## src/rtl/rle_pkg.sv

```systemverilog
// Shared constants and types for the run-length bit expander.
// Assumes 8-bit code bytes; the threshold and prefix are top-level parameters.
package rle_pkg;
    localparam int CODE_W = 8;

    // Expansion plan for one code: a run, then an optional closing bit.
    typedef struct packed {
        logic [CODE_W-1:0] run_len;
        logic              run_bit;
        logic              has_tail;
        logic              tail_bit;
    } run_plan_t;

    typedef enum logic [1:0] {
        ENG_IDLE = 2'd0,
        ENG_RUN  = 2'd1,
        ENG_TAIL = 2'd2
    } eng_state_t;
endpackage

```

## src/rtl/rle_code_decoder.sv

```systemverilog
// Combinational code classifier: maps one code byte to a run length, the run
// value and an optional closing bit. Assumes MAX_ONES + 2 < 2**CODE_W - 1.
module rle_code_decoder
    import rle_pkg::*;
#(
    parameter int MAX_ONES = 226
) (
    input  logic [CODE_W-1:0] code,
    output run_plan_t         plan
);
    localparam logic [CODE_W-1:0] ONES_TOP  = CODE_W'(MAX_ONES);
    localparam logic [CODE_W-1:0] LONG_CODE = CODE_W'(MAX_ONES + 1);
    localparam logic [CODE_W-1:0] ZERO_BASE = CODE_W'(MAX_ONES + 2);
    localparam logic [CODE_W-1:0] FULL_CODE = {CODE_W{1'b1}};

    // Classify the code into one of the five expansion kinds.
    always_comb begin
        plan = '0;
        if (code == '0) begin
            plan = '0;
        end else if (code <= ONES_TOP) begin
            plan.run_len  = code;
            plan.run_bit  = 1'b1;
            plan.has_tail = 1'b1;
            plan.tail_bit = 1'b0;
        end else if (code == LONG_CODE) begin
            plan.run_len  = ONES_TOP;
            plan.run_bit  = 1'b1;
        end else if (code == FULL_CODE) begin
            plan.has_tail = 1'b1;
            plan.tail_bit = 1'b1;
        end else begin
            plan.run_len  = code - ZERO_BASE;
            plan.run_bit  = 1'b0;
            plan.has_tail = 1'b1;
            plan.tail_bit = 1'b1;
        end
    end
endmodule

```

## src/rtl/rle_sync_source.sv

```systemverilog
// Emits a fixed prefix word MSB first, one bit per take, once per reset.
// Assumes take is asserted only while valid is high.
module rle_sync_source #(
    parameter int              SYNC_W    = 16,
    parameter logic [SYNC_W-1:0] SYNC_WORD = 16'hFF20
) (
    input  logic clk,
    input  logic rst_n,
    input  logic take,
    output logic valid,
    output logic bit_o,
    output logic done
);
    localparam int IDX_W = $clog2(SYNC_W + 1);
    localparam logic [IDX_W-1:0] IDX_END = IDX_W'(SYNC_W);

    logic [SYNC_W-1:0] shreg;
    logic [IDX_W-1:0]  sent;

    // Shift out one prefix bit per take and count how many have left.
    always_ff @(posedge clk) begin
        if (!rst_n) begin
            shreg <= SYNC_WORD;
            sent  <= '0;
        end else if (take) begin
            shreg <= {shreg[SYNC_W-2:0], 1'b0};
            sent  <= sent + 1'b1;
        end
    end

    // Present the current prefix bit until all have been sent.
    always_comb begin
        valid = (sent != IDX_END);
        done  = ~valid;
        bit_o = shreg[SYNC_W-1];
    end
endmodule

```

## src/rtl/rle_run_engine.sv

```systemverilog
// Holds one decoded plan and emits its run then its closing bit.
// Assumes load is asserted only while idle is high and take only while valid.
module rle_run_engine
    import rle_pkg::*;
(
    input  logic      clk,
    input  logic      rst_n,
    input  logic      load,
    input  run_plan_t plan,
    input  logic      last_in,
    input  logic      take,
    output logic      idle,
    output logic      valid,
    output logic      bit_o,
    output logic      last_o
);
    eng_state_t        state;
    run_plan_t         plan_q;
    logic              last_q;
    logic [CODE_W-1:0] remain;

    // Step through the run count, then the optional closing bit.
    always_ff @(posedge clk) begin
        if (!rst_n) begin
            state  <= ENG_IDLE;
            plan_q <= '0;
            last_q <= 1'b0;
            remain <= '0;
        end else begin
            case (state)
                ENG_IDLE: if (load) begin
                    plan_q <= plan;
                    last_q <= last_in;
                    remain <= plan.run_len;
                    if (plan.run_len != '0)  state <= ENG_RUN;
                    else if (plan.has_tail)  state <= ENG_TAIL;
                    else                     state <= ENG_IDLE;
                end
                ENG_RUN: if (take) begin
                    remain <= remain - 1'b1;
                    if (remain == CODE_W'(1))
                        state <= plan_q.has_tail ? ENG_TAIL : ENG_IDLE;
                end
                ENG_TAIL: if (take) state <= ENG_IDLE;
                default: state <= ENG_IDLE;
            endcase
        end
    end

    // Drive the current bit and mark the final bit of a flagged code.
    always_comb begin
        idle   = (state == ENG_IDLE);
        valid  = ~idle;
        bit_o  = (state == ENG_RUN) ? plan_q.run_bit : plan_q.tail_bit;
        last_o = last_q && ((state == ENG_TAIL) ||
                 ((state == ENG_RUN) && (remain == CODE_W'(1)) && !plan_q.has_tail));
    end
endmodule

```

## src/rtl/rle_bit_expander.sv

```systemverilog
// Top: sends the sync prefix, then expands each accepted code into bits.
// Assumes the sink honours valid/ready; codes are taken only when fully idle.
module rle_bit_expander
    import rle_pkg::*;
#(
    parameter int              MAX_ONES  = 226,
    parameter int              SYNC_W    = 16,
    parameter logic [SYNC_W-1:0] SYNC_WORD = 16'hFF20
) (
    input  logic              clk,
    input  logic              rst_n,
    input  logic              code_valid,
    input  logic [CODE_W-1:0] code_data,
    input  logic              code_last,
    output logic              code_ready,
    output logic              bit_valid,
    output logic              bit_data,
    output logic              bit_last,
    input  logic              bit_ready
);
    run_plan_t plan;
    logic sync_valid, sync_bit, sync_done, sync_take;
    logic eng_idle, eng_valid, eng_bit, eng_last, eng_take, eng_load;

    rle_code_decoder #(.MAX_ONES(MAX_ONES)) u_dec (
        .code (code_data),
        .plan (plan)
    );

    rle_sync_source #(.SYNC_W(SYNC_W), .SYNC_WORD(SYNC_WORD)) u_sync (
        .clk   (clk),
        .rst_n (rst_n),
        .take  (sync_take),
        .valid (sync_valid),
        .bit_o (sync_bit),
        .done  (sync_done)
    );

    rle_run_engine u_eng (
        .clk     (clk),
        .rst_n   (rst_n),
        .load    (eng_load),
        .plan    (plan),
        .last_in (code_last),
        .take    (eng_take),
        .idle    (eng_idle),
        .valid   (eng_valid),
        .bit_o   (eng_bit),
        .last_o  (eng_last)
    );

    // Route the prefix first, then the engine, onto the bit port.
    always_comb begin
        sync_take  = sync_valid & bit_ready;
        eng_take   = eng_valid & bit_ready;
        code_ready = sync_done & eng_idle;
        eng_load   = code_valid & code_ready;
        bit_valid  = sync_valid | eng_valid;
        bit_data   = sync_valid ? sync_bit : eng_bit;
        bit_last   = ~sync_valid & eng_last;
    end
endmodule

```

## config.mk

```make
export PLATFORM = sky130hd
export DESIGN_NAME = rle_bit_expander
export DESIGN_NICKNAME = d
export VERILOG_FILES = /design/src/rtl/rle_pkg.sv /design/src/rtl/rle_code_decoder.sv /design/src/rtl/rle_sync_source.sv /design/src/rtl/rle_run_engine.sv /design/src/rtl/rle_bit_expander.sv
export SDC_FILE = /design/constraint.sdc
export NUM_CORES = 1
export LEC_CHECK = 0
export ABC_AREA = 1
export BUFFER_PORTS_ARGS = -buffer_cell sky130_fd_sc_hd__buf_4
export CAP_MARGIN = 25
export CELL_PAD_IN_SITES_DETAIL_PLACEMENT = 1
export CELL_PAD_IN_SITES_GLOBAL_PLACEMENT = 1
export CORE_ASPECT_RATIO = 0.75
export CORE_MARGIN = 5
export CORE_UTILIZATION = 45
export CTS_CLUSTER_SIZE = 12
export DETAILED_ROUTE_END_ITERATION = 7
export PLACE_DENSITY = 0.85
export SLEW_MARGIN = 10
export SYNTH_ARGS = -nofsm -noshare
export SYNTH_HDL_FRONTEND = slang
export SYNTH_SLANG_ARGS = --single-unit
```

## constraint.sdc

```tcl
create_clock -name clk -period 3.95 [get_ports clk]
set_input_delay 0.5925 -clock clk [delete_from_list [all_inputs] [get_ports clk]]
set_output_delay 0.5925 -clock clk [all_outputs]
set_load 0.02 [all_outputs]
```

==> results of run 1 <==
## stage by stage
step | std cells | util [%]
final | 335 | 54.6
after global routing | 335 | 54.6
after CTS | 335 | 54.6
after detailed placement | 327 | 51.7
after global placement | 327 | 51.7
after floorplan | 266 | -
## how the worst max path moves through the flow
stage	cells past startpoint	to	startpoint
2_1_floorplan	5	bit_data	u_eng.state[1]
3_3_place_gp	6	bit_data	u_eng.state[1]
3_5_place_dp	6	bit_data	u_eng.state[1]
4_1_cts	6	bit_data	u_eng.state[1]
5_1_grt	6	bit_data	u_eng.state[1]
6_report	6	bit_data	u_eng.state[1]
## where the power goes
| group | leakage [nW] | switching [mW] | total (mW) | internal [mW] |
|---|---|---|---|---|
| logic | 0.655 | 0.0537 | 0.0829 | 0.0292 |
| registers | 0.245 | 0.00594 | 0.319 | 0.313 |
| clock network | 0.0579 | 0.128 | 0.313 | 0.185 |
## cell type report
cell class                      instances  share of cell area [%]
Tap cell                               52                    3.19
Timing Repair Buffer                   16                    5.89
Sequential cell                        30                    29.5
Clock buffer                            5                    3.38
Multi-Input combinational cell        195                    49.8
Clock inverter                          3                    1.96
Inverter                               34                    6.26
## sequential cells by signal (all words and copies together), names as in the netlist
| register | count |
|---|---|
| u_sync.shreg | 11 |
| u_eng.remain | 8 |
| u_eng.last_q | 1 |
| u_sync.sent | 5 |
| u_eng.plan_q | 3 |
| u_eng.state | 2 |
## layer usage
| layer | vias to the layer above | share of wire, % |
|---|---|---|
| li1 | 895 | - |
| met1 | 821 | 48 |
| met2 | 36 | 47 |
| met3 | 7 | 4.0 |
| met4 | 0 | 1.4 |
| met5 | - | 0 |
## logic make-up (layout without fill, tap and decap cells)
family	after synthesis	count (layout)	synth area share (%)
and+or+nand+nor	137	137	35.0
buffers and inverters	41	58	8.89
DFF	30	30	33.9
AOI/OAI and AO/OA	47	47	15.3
adders and majority gates	7	7	4.94
xor gates and xnor gates	4	4	1.97
## placed cells by master (no fill, tap or decap), types with 2 or more instances in the layout
cell type and count:
clkbuf_8 5, o21ai_0 17, inv_1 32, nand4_1 2, nand2_1 66, a21oi_1 19
buf_4 16, dfxtp_1 30, xor2_1 3, nor2_4 2, nor2_1 30, nand3_1 25
nor3_1 3, ha_1 7, clkinv_2 2, inv_2 2, o211ai_1 3, nand2_2 3
## worst max-delay path, cell delays in order, from the launching register on
cell     delay, ns
dfxtp_1       0.31
inv_1         0.09
nand2_1       0.33
inv_1         0.35
nor2_1        0.09
o31ai_1       0.33
buf_4         0.21
==> results.json, run 1 <==
{
  "portBuffers": 16,
  "worst_pin_slew_ns": 0.539,
  "die_w_um": 82.5,
  "p_per_area_nw_per_um2": 351,
  "tns_ns": 0,
  "hold-worst-slack_ns": 0.455,
  "cts.path.max_buffers": 2,
  "synth.top_cell.area_share_pct": 33.9,
  "placed_area_sq_um": 1930,
  "post-synth-top-count-cell": "nand2_1",
  "layout-drive-gt1-share_pct": 13.4,
  "finalWorstSetupSlack_ns": 1.36,
  "period_needed_ns": 2.59,
  "r2r-start": "u_sync.sent[1]",
  "synth_area_leader_cell": "dfxtp_1",
  "synth_common_cells": "66 x nand2_1, 32 x inv_1, 30 x dfxtp_1, 30 x nor2_1, 25 x nand3_1",
  "multi_input_area_sq_um": 1020,
  "clk_pin_slew_ns": 0.07,
  "final-hold-violation-count": 0,
  "syn_area_sq_um": 1770,
  "grt-ovfl-total": 0,
  "pre_cts_slack_ns": 1.73,
  "num_rows": 19,
  "vias_per_cell": 5.25,
  "critPathMaxFanout": 18,
  "worst_skew_pair.late_latency_ns": 0.29,
  "syn_to_final_growth_pct": 14.9,
  "ctsHoldBuffers": 0,
  "period_share_pct": 65.5,
  "drv_slew": 0,
  "initial_core_util_pct": 47.5,
  "ios": 17,
  "max-cap-violations": 0,
  "r2r-end": "u_sync.shreg[6]",
  "ys_ff_latch": 30,
  "htreeDepth": 2,
  "yosys_warnings": 0,
  "first_pass_iters": 4,
  "fin_area_sq_um": 2040,
  "core_sq_um": 3730,
  "yosysSeqAreaShare_pct": 33.9,
  "synth_edf_count": 0,
  "min_to": "u_sync.shreg[6]",
  "hp-start": "u_sync.shreg[5]",
  "ctsRootBufferMaster": "clkbuf_8",
  "skew_ns": 0.00147,
  "busiest_layer": "met2",
  "place_congestion": 0.874,
  "hold_class": "flip-flop to flip-flop",
  "p_leak_nw": 0.958,
  "grt_usage_pct": 20.4,
  "slew_headroom_pct": 64.0,
  "ant_nets": 0,
  "fill_cells": 531,
  "path_class": "flip-flop to output pin",
  "outcome": "finished, final reports clean",
  "reg2regPathDepth": 7,
  "grtUsageMet2_pct": 32.8,
  "fmax_mhz": 387,
  "cts_tree": "built",
  "antenna_found_initial": 0,
  "rsz0062_at_grt": "false",
  "drc": 0,
  "p_total_mw": 0.715,
  "grt_max_degree": 21,
  "wl_per_cell_um": 14.6,
  "numCtsBuffers": 5,
  "async_flop_share_pct": 0,
  "max-vdd-ir-drop_mv": 0.276,
  "grt_pass1_vias": 1829,
  "crit_required_ns": 3.36,
  "die_area_sq_um": 5310,
  "grtUsageMet3_pct": 4.92,
  "synth_nets": 286,
  "layout.nets": 302,
  "arrival_ns": 1.99,
  "hold_depth": 2,
  "grtUsageMet1_pct": 26.8,
  "cts_repair_resize_count": 0,
  "fp.dieH_um": 64.4,
  "ys_types": 32,
  "r2r_slack_ns": 2.02,
  "finalSetupViolCount": 0,
  "cp-start-kind": "flip-flop",
  "seqCellArea_sq_um": 601,
  "cp-end-kind": "output pin",
  "routed_wl_mm": 4.88,
  "grt_pass1_wl_mm": 8.41,
  "synth_ff_type": "dfxtp_1",
  "dp_hpwl_mm": 3.49,
  "vias": 1759,
  "drt_iter0_drc": 52,
  "num_antenna_cells": 0,
  "post_cts_buffers": 0,
  "syn-instance-count": 266,
  "avgSynthCellArea_sq_um": 6.67,
  "synthTopCellsByArea": "dfxtp_1 34%, nand2_1 14%, nand3_1 7.1%",
  "clkSinkCount": 30
}
No activity file was read; power rests on OpenSTA's default activity.
==> run 2: changes to the inputs <==
--- a/config.mk
+++ b/config.mk
@@ -12,10 +12,10 @@
 export CELL_PAD_IN_SITES_GLOBAL_PLACEMENT = 1
 export CORE_ASPECT_RATIO = 0.75
 export CORE_MARGIN = 5
-export CORE_UTILIZATION = 45
+export CORE_UTILIZATION = 37
 export CTS_CLUSTER_SIZE = 12
 export DETAILED_ROUTE_END_ITERATION = 7
-export PLACE_DENSITY = 0.85
+export PLACE_DENSITY = 0.75
 export SLEW_MARGIN = 10
 export SYNTH_ARGS = -nofsm -noshare
 export SYNTH_HDL_FRONTEND = slang
==> constraint.sdc (replaced) <==
create_clock -name clk -period 2.3 [get_ports clk]
set_input_delay 0.345 -clock clk [delete_from_list [all_inputs] [get_ports clk]]
set_output_delay 0.345 -clock clk [all_outputs]
set_load 0.02 [all_outputs]
==> results.json, run 2 (synthesis results as in run 1) <==
{
  "layout.nets": 304,
  "p_per_area_nw_per_um2": 543,
  "fmax_mhz": 508,
  "die_w_um": 90.0,
  "cts.path.max_buffers": 2,
  "critPathMaxFanout": 4,
  "ctsHoldBuffers": 0,
  "grt_usage_pct": 15.2,
  "mostFrequentLayoutCells": "66 x nand2_1, 32 x inv_1, 30 x nor2_1, 30 x dfxtp_1, 25 x nand3_1",
  "slew_headroom_pct": 73.6,
  "arrival_ns": 1.62,
  "reg_top3": "u_sync.shreg (11), u_eng.remain (8), u_sync.sent (5)",
  "place_congestion": 0.812,
  "fill_cells": 615,
  "drc": 0,
  "worst_pin_slew_ns": 0.396,
  "grt_pass1_vias": 1656,
  "cts_repair_resize_count": 0,
  "final-hold-violation-count": 0,
  "htreeDepth": 2,
  "netSwitchingFraction_pct": 25.8,
  "drt_iter0_drc": 54,
  "skew_ns": 0.00494,
  "fp.dieH_um": 70.0,
  "tns_ns": 0,
  "dp.cells": 334,
  "wl_per_cell_um": 13.6,
  "multi_input_area_sq_um": 1020,
  "dp_hpwl_mm": 3.64,
  "seqCellArea_sq_um": 601,
  "initial_core_util_pct": 39.0,
  "finalSetupViolCount": 0,
  "max-cap-violations": 0,
  "worst_skew_pair.late_latency_ns": 0.28,
  "first_pass_iters": 4,
  "p_comb_share_pct": 12.8,
  "clkPwrFrac_pct": 37.6,
  "vias": 1710,
  "hold_class": "input pin to flip-flop",
  "ctsRootBufferMaster": "clkbuf_8",
  "portBuffers": 16,
  "switchingPower_mw": 0.285,
  "pwr-share-seq_pct": 49.6,
  "vias_per_cell": 5.03,
  "post_cts_buffers": 0,
  "period_needed_ns": 1.97,
  "outcome": "finished, final reports clean",
  "ios": 17,
  "numCtsBuffers": 5,
  "largest_register": "u_sync.shreg",
  "routed_wl_mm": 4.63,
  "max-vdd-ir-drop_mv": 0.251,
  "clkSinkCount": 30,
  "die_area_sq_um": 6290,
  "ant_nets": 0,
  "cp-end-kind": "output pin",
  "stdcell_count": 340,
  "mostFrequentLayoutCell": "nand2_1",
  "layout-drive-gt1-share_pct": 13.4,
  "period_share_pct": 85.5,
  "intPower_mw": 0.820,
  "grt_pass1_wl_mm": 7.91,
  "largest_reg_flops": 11,
  "grt_max_degree": 21,
  "num_antenna_cells": 0,
  "clk_pin_slew_ns": 0.06,
  "cts_tree": "built",
  "grt-ovfl-total": 0,
  "rsz0062_at_grt": "false",
  "num_rows": 21,
  "drv_slew": 0,
  "p_leak_nw": 0.952,
  "core_sq_um": 4550,
  "crit_required_ns": 1.96,
  "path_class": "flip-flop to output pin",
  "antenna_found_initial": 0,
  "cp-start-kind": "flip-flop",
  "syn_to_final_growth_pct": 14.6
}
==> run 2: cell types whose count changed in the layout (fill, tap and decap cells not counted) <==
cell / change
buf_4: +2
clkbuf_8: +1
clkinv_2: -2
bufinv_16: -1
==> run 2: cell type report <==
class                           instances  share of cell area, %
Tap cell                               57                   3.51
Timing Repair Buffer                   18                   6.65
Clock buffer                            6                   4.06
Sequential cell                        30                   29.5
Inverter                               34                   6.28
Multi-Input combinational cell        195                   50.0
==> run 2: worst max-delay path: stages (launching register included) <==
cell and delay, ns:
dfxtp_1 0.30, inv_1 0.11, ha_1 0.16, inv_1 0.03
nor2_1 0.10, nand4_1 0.15, nor3_1 0.16, o21ai_0 0.09
nor2_1 0.10, buf_4 0.15
==> run 2: layer usage <==
metal / up-vias / track usage [%] / routed length [um]
li1: 897 / - / -
met1: 793 / 23.1 / 2560
met2: 18 / 20.4 / 1900
met3: 2 / 3.97 / 141
met4: 0 / 4.96 / 34
met5: - / 0 / 0
==> run 2: worst paths after layout <==
check | startpoint | endpoint | slack, ns | depth (start not counted)
worst max-delay path | u_eng.remain[1] | bit_last | 0.33 | 9
worst min-delay path | code_last | u_eng.last_q | 0.33 | 3
worst max register to register | u_sync.sent[1] | u_eng.remain[5] | 0.40 | 11
worst min register to register | u_sync.shreg[12] | u_sync.shreg[13] | 0.46 | 2
==> run 2: metrics by stage <==
stage	hold WS, ns	cell area (sq um)	worst slack (ns)	power, mW	utilization (%)
2_1_floorplan	0.425	1770	0.483	0.651	-
3_3_place_gp	0.442	1950	0.440	0.698	42.9
3_5_place_dp	0.446	1950	0.369	0.702	42.9
4_1_cts	0.329	2030	0.282	1.12	44.7
5_1_grt	0.371	2030	0.173	1.17	44.7
6_report	0.332	2030	0.332	1.10	44.7
==> run 2: power by group through the flow <==
stage / Clock (mW) / Combinational, mW / Sequential [mW]
2_1_floorplan: 0 / 0.0944 / 0.557
3_3_place_gp: 0 / 0.139 / 0.559
3_5_place_dp: 0 / 0.143 / 0.559
4_1_cts: 0.432 / 0.144 / 0.548
5_1_grt: 0.456 / 0.163 / 0.550
6_report: 0.416 / 0.141 / 0.548
